===== src/rtl/rst_ctl_pkg.sv =====
package rst_ctl_pkg;
  localparam int REG_W = 8;

  typedef enum logic [1:0] {
    SZ_BYTE = 2'd0,
    SZ_HALF = 2'd1,
    SZ_WORD = 2'd2,
    SZ_RSVD = 2'd3
  } acc_size_e;

  typedef struct packed {
    logic wr_ok;
    logic rd_ok;
    logic bad;
  } dec_t;
endpackage


===== src/rtl/rst_ctl_decode.sv =====
module rst_ctl_decode
  import rst_ctl_pkg::*;
#(
  parameter int ADDR_W = 16,
  parameter logic [ADDR_W-1:0] PORT_ADDR = 16'hCF9
) (
  input  logic [ADDR_W-1:0] addr_i,
  input  logic              wr_i,
  input  logic              rd_i,
  input  acc_size_e         size_i,
  output dec_t              dec_o
);
  logic hit, byte_ok;

  assign hit     = (addr_i == PORT_ADDR);
  assign byte_ok = (size_i == SZ_BYTE);

  always_comb begin
    dec_o.wr_ok = hit & wr_i & byte_ok;
    // write wins if both strobes appear
    dec_o.rd_ok = hit & rd_i & ~wr_i & byte_ok;
    dec_o.bad   = hit & (wr_i | rd_i) & ~byte_ok;
  end
endmodule


===== src/rtl/rst_ctl_store.sv =====
module rst_ctl_store
  import rst_ctl_pkg::*;
#(
  parameter int REQ_BIT  = 2,
  parameter int TYPE_BIT = 1
) (
  input  logic             clk_i,
  input  logic             rst_ni,
  input  logic             we_i,
  input  logic [REG_W-1:0] wbyte_i,
  output logic [REG_W-1:0] reg_o,
  output logic             fire_o,
  output logic             hard_o
);
  logic [REG_W-1:0] reg_q;

  always_ff @(posedge clk_i or negedge rst_ni) begin
    if (!rst_ni)   reg_q <= '0;
    else if (we_i) reg_q <= wbyte_i;
  end

  // rising edge of the request bit, old value against new
  assign fire_o = we_i & wbyte_i[REQ_BIT] & ~reg_q[REQ_BIT];
  assign hard_o = wbyte_i[TYPE_BIT];
  assign reg_o  = reg_q;
endmodule


===== src/rtl/rst_ctl_resp.sv =====
module rst_ctl_resp
  import rst_ctl_pkg::*;
#(
  parameter int DATA_W = 32
) (
  input  logic              clk_i,
  input  logic              rst_ni,
  input  logic              rd_ok_i,
  input  logic              bad_i,
  input  logic              fire_i,
  input  logic              hard_i,
  input  logic [REG_W-1:0]  reg_i,
  output logic [DATA_W-1:0] rdata_o,
  output logic              err_o,
  output logic              req_o,
  output logic              hard_o
);
  localparam int PAD_W = DATA_W - REG_W;

  always_ff @(posedge clk_i or negedge rst_ni) begin
    if (!rst_ni) begin
      rdata_o <= '0;
      err_o   <= 1'b0;
      req_o   <= 1'b0;
      hard_o  <= 1'b0;
    end else begin
      rdata_o <= rd_ok_i ? {{PAD_W{1'b0}}, reg_i} : '0;
      err_o   <= bad_i;
      req_o   <= fire_i;
      hard_o  <= fire_i & hard_i;
    end
  end
endmodule


===== src/rtl/rst_ctl_port.sv =====
module rst_ctl_port
  import rst_ctl_pkg::*;
#(
  parameter int ADDR_W = 16,
  parameter int DATA_W = 32,
  parameter logic [ADDR_W-1:0] PORT_ADDR = 16'hCF9,
  parameter int REQ_BIT  = 2,
  parameter int TYPE_BIT = 1
) (
  input  logic              clk_i,
  input  logic              rst_ni,
  input  logic [ADDR_W-1:0] addr_i,
  input  logic              wr_i,
  input  logic              rd_i,
  input  logic [1:0]        size_i,
  input  logic [DATA_W-1:0] wdata_i,
  output logic [DATA_W-1:0] rdata_o,
  output logic              err_o,
  output logic              rst_req_o,
  output logic              rst_hard_o
);
  dec_t             dec;
  logic [REG_W-1:0] reg_val;
  logic             fire, hard;

  rst_ctl_decode #(.ADDR_W(ADDR_W), .PORT_ADDR(PORT_ADDR)) u_dec (
    .addr_i (addr_i),
    .wr_i   (wr_i),
    .rd_i   (rd_i),
    .size_i (acc_size_e'(size_i)),
    .dec_o  (dec)
  );

  rst_ctl_store #(.REQ_BIT(REQ_BIT), .TYPE_BIT(TYPE_BIT)) u_store (
    .clk_i   (clk_i),
    .rst_ni  (rst_ni),
    .we_i    (dec.wr_ok),
    .wbyte_i (wdata_i[REG_W-1:0]),
    .reg_o   (reg_val),
    .fire_o  (fire),
    .hard_o  (hard)
  );

  rst_ctl_resp #(.DATA_W(DATA_W)) u_resp (
    .clk_i   (clk_i),
    .rst_ni  (rst_ni),
    .rd_ok_i (dec.rd_ok),
    .bad_i   (dec.bad),
    .fire_i  (fire),
    .hard_i  (hard),
    .reg_i   (reg_val),
    .rdata_o (rdata_o),
    .err_o   (err_o),
    .req_o   (rst_req_o),
    .hard_o  (rst_hard_o)
  );
endmodule


===== config.mk =====
export PLATFORM = sky130hd
export DESIGN_NAME = rst_ctl_port
export DESIGN_NICKNAME = d
export VERILOG_FILES = /design/src/rtl/rst_ctl_pkg.sv /design/src/rtl/rst_ctl_decode.sv /design/src/rtl/rst_ctl_store.sv /design/src/rtl/rst_ctl_resp.sv /design/src/rtl/rst_ctl_port.sv
export SDC_FILE = /design/constraint.sdc
export NUM_CORES = 1
export LEC_CHECK = 0
export ABC_AREA = 1
export BUFFER_PORTS_ARGS = -buffer_cell sky130_fd_sc_hd__clkbuf_2
export CAP_MARGIN = 20
export CORE_UTILIZATION = 35
export CTS_CLUSTER_DIAMETER = 60
export DETAILED_ROUTE_END_ITERATION = 6
export PLACE_DENSITY = 0.77
export SYNTH_ARGS = -nofsm -noshare
export SYNTH_HDL_FRONTEND = slang
export SYNTH_SLANG_ARGS = --single-unit

===== constraint.sdc =====
create_clock -name clk_i -period 1.59 [get_ports clk_i]
set_input_delay 0.318 -clock clk_i [delete_from_list [all_inputs] [get_ports clk_i]]
set_output_delay 0.318 -clock clk_i [all_outputs]
set_load 0.02 [all_outputs]

==> flow_summary.json <==
{
  "fin_skew_ns": 0.00151,
  "power.density_nw_per_um2": 723,
  "finalMaxSlewViolations": 0,
  "final_common_cell": "clkbuf_2",
  "core_region_area_um2": 2540,
  "synth_seq_area_share_pct": 49.5,
  "synth_compound_area_share_pct": 5.48,
  "ys_seq_elements": 19,
  "antenna_found_initial": 0,
  "synthMuxAreaShare_pct": 0,
  "h-tree-depth": 1,
  "layout-drive-gt1-share_pct": 35.5,
  "viasPerCell": 3.96,
  "area_delta_synth_final_pct": 18.4,
  "num_io_pins": 89,
  "rows": 18,
  "synth_adder_area_share_pct": 0,
  "synth.avg_cell_area_um2": 8.89,
  "syn_area_um2": 960,
  "finalNonFillerCells": 182,
  "initial_utilization_pct": 37.7,
  "cts_tree": "done",
  "die_y_um": 54.4,
  "grt_use_total_pct": 11.8,
  "fin_hold_ws_ns": 0.230,
  "ys_warn_count": 0,
  "first_iter_violations": 7,
  "dp.cells": 177,
  "wl_per_cell_um": 8.03,
  "clk_path_buf_depth": 2,
  "synth.distinct_cells": 15,
  "path_clk_slew_ns": 0.10,
  "antenna_left": 0,
  "synthCells": 108,
  "final_cell_mix": "40 x clkbuf_2, 24 x conb_1, 19 x dfrtp_1",
  "drc_errors": 0,
  "cts-root-buf": "clkbuf_4",
  "wl_um": 1460,
  "tns_ns": 0,
  "critical-path-top-delay-family": "flip-flops",
  "drt-pass1-iter-count": 4,
  "grt_max_degree": 20,
  "p_leak_nw": 0.710,
  "crit_fanout": 1,
  "p_total_mw": 0.821,
  "finalHoldViolations": 0,
  "rsz0062_at_grt": "no",
  "cts_sinks": 19,
  "synthSimpleGateAreaFrac_pct": 18.4,
  "min_path_type": "in2reg",
  "startpoint_type": "register",
  "synth_top_family_by_area": "buffers and inverters",
  "post_cts_buffers": 0,
  "port_buffers": 40,
  "cp.arrival_ns": 0.81,
  "dieArea_um2": 2960,
  "ir_worst_vdd_uv": 509,
  "grt_pass1_vias": 639,
  "grt_overflow": 0,
  "cap_viol_max_count": 0,
  "hold_buffers": 1,
  "slowest_stage": "dfrtp_1",
  "fmaxAchievable_ghz": 0.884,
  "cts_made_buffers": 3,
  "critPathKind": "reg2out",
  "setup_viol": 0,
  "status": "complete, no violations",
  "post_cts_resized": 0,
  "hpwl_um": 1170,
  "critPathRequiredTime_ns": 1.27,
  "clk_latency_ns": 0.28,
  "fin_nets": 207,
  "critPathMaxStageDelay_ns": 0.38,
  "gp_congestion": 0.704,
  "cp-end-kind": "primary output",
  "synth_xor_area_share_pct": 0,
  "grt_pass1_wl_um": 2470,
  "path_cells": "clkbuf_2",
  "period_share_pct": 71.1,
  "finalCriticalPeriod_ns": 1.13,
  "die_w_um": 54.4,
  "diodes": 0,
  "crit_buf_inv": 1,
  "vias": 720,
  "n_fill_cell": 254
}
-- layer usage --
layer  vias to the layer above  GRT usage (%)  wire length (um)
met5                         -              0                 0
met2                        47           22.4               725
met4                         0           5.13                 0
met3                         0           2.50               159
li1                        361              -                 -
met1                       312           12.4               577
-- where the power goes --
part / switching [mW] / total (mW) / internal (mW)
clock: 0.132 / 0.230 / 0.0974
combinational: 0.0776 / 0.109 / 0.0312
sequential: 0.00000976 / 0.483 / 0.483
-- stage by stage --
step | instance area [um^2] | setup slack, ns | util, %
after floorplan | 1050 | 0.422 | -
after global placement | 1100 | 0.179 | 43.2
after detailed placement | 1100 | 0.168 | 43.2
after CTS | 1140 | 0.449 | 44.6
after global routing | 1140 | 0.328 | 44.6
final | 1140 | 0.459 | 44.6
-- state kept, by name, summed over array words and instances (netlist names) --
| register | flops |
|---|---|
| u_resp.req_o | 1 |
| u_resp.rdata_o | 8 |
| u_resp.hard_o | 1 |
| u_resp.err_o | 1 |
| u_store.reg_o | 8 |
-- cell usage after synthesis (all sizes together) --
| master | n | area (um^2) |
|---|---|---|
| buf | 25 | 191 |
| conb | 1 | 3.75 |
| nand3 | 4 | 25.0 |
| nor2 | 19 | 86.3 |
| nand2 | 14 | 57.6 |
| o21ai | 9 | 52.6 |
| inv | 16 | 60.1 |
| dfrtp | 19 | 475 |
| and2 | 1 | 7.51 |
-- layout make-up --
type	instances	area [um^2]	area share, %
Clock buffer	4	26.3	2.31
Inverter	16	60.1	5.29
Multi-Input combinational cell	71	319	28.1
Sequential cell	19	475	41.9
Tap cell	30	37.5	3.30
Timing Repair Buffer	42	218	19.2
-- final timing paths --
path	start	cells after the start	end	slack, ns
max in group asynchronous	rst_ni	2	u_resp.rdata_o[3]	0.79
min in group asynchronous	rst_ni	2	u_resp.req_o	0.50
max	u_resp.rdata_o[1]	1	rdata_o[1]	0.46
min reg2reg	u_store.reg_o[1]	2	u_resp.rdata_o[1]	0.49
min	wdata_i[1]	3	u_resp.hard_o	0.23
max reg2reg	u_store.reg_o[2]	3	u_resp.hard_o	0.84
-- logic make-up (layout without fill, tap and decap cells) --
group	count (synthesis)	after routing
buf+inv	41	62
simple gates	38	38
flops	19	19
compound gates	9	9
other cells	1	24
(Power assumes the default switching activity.)
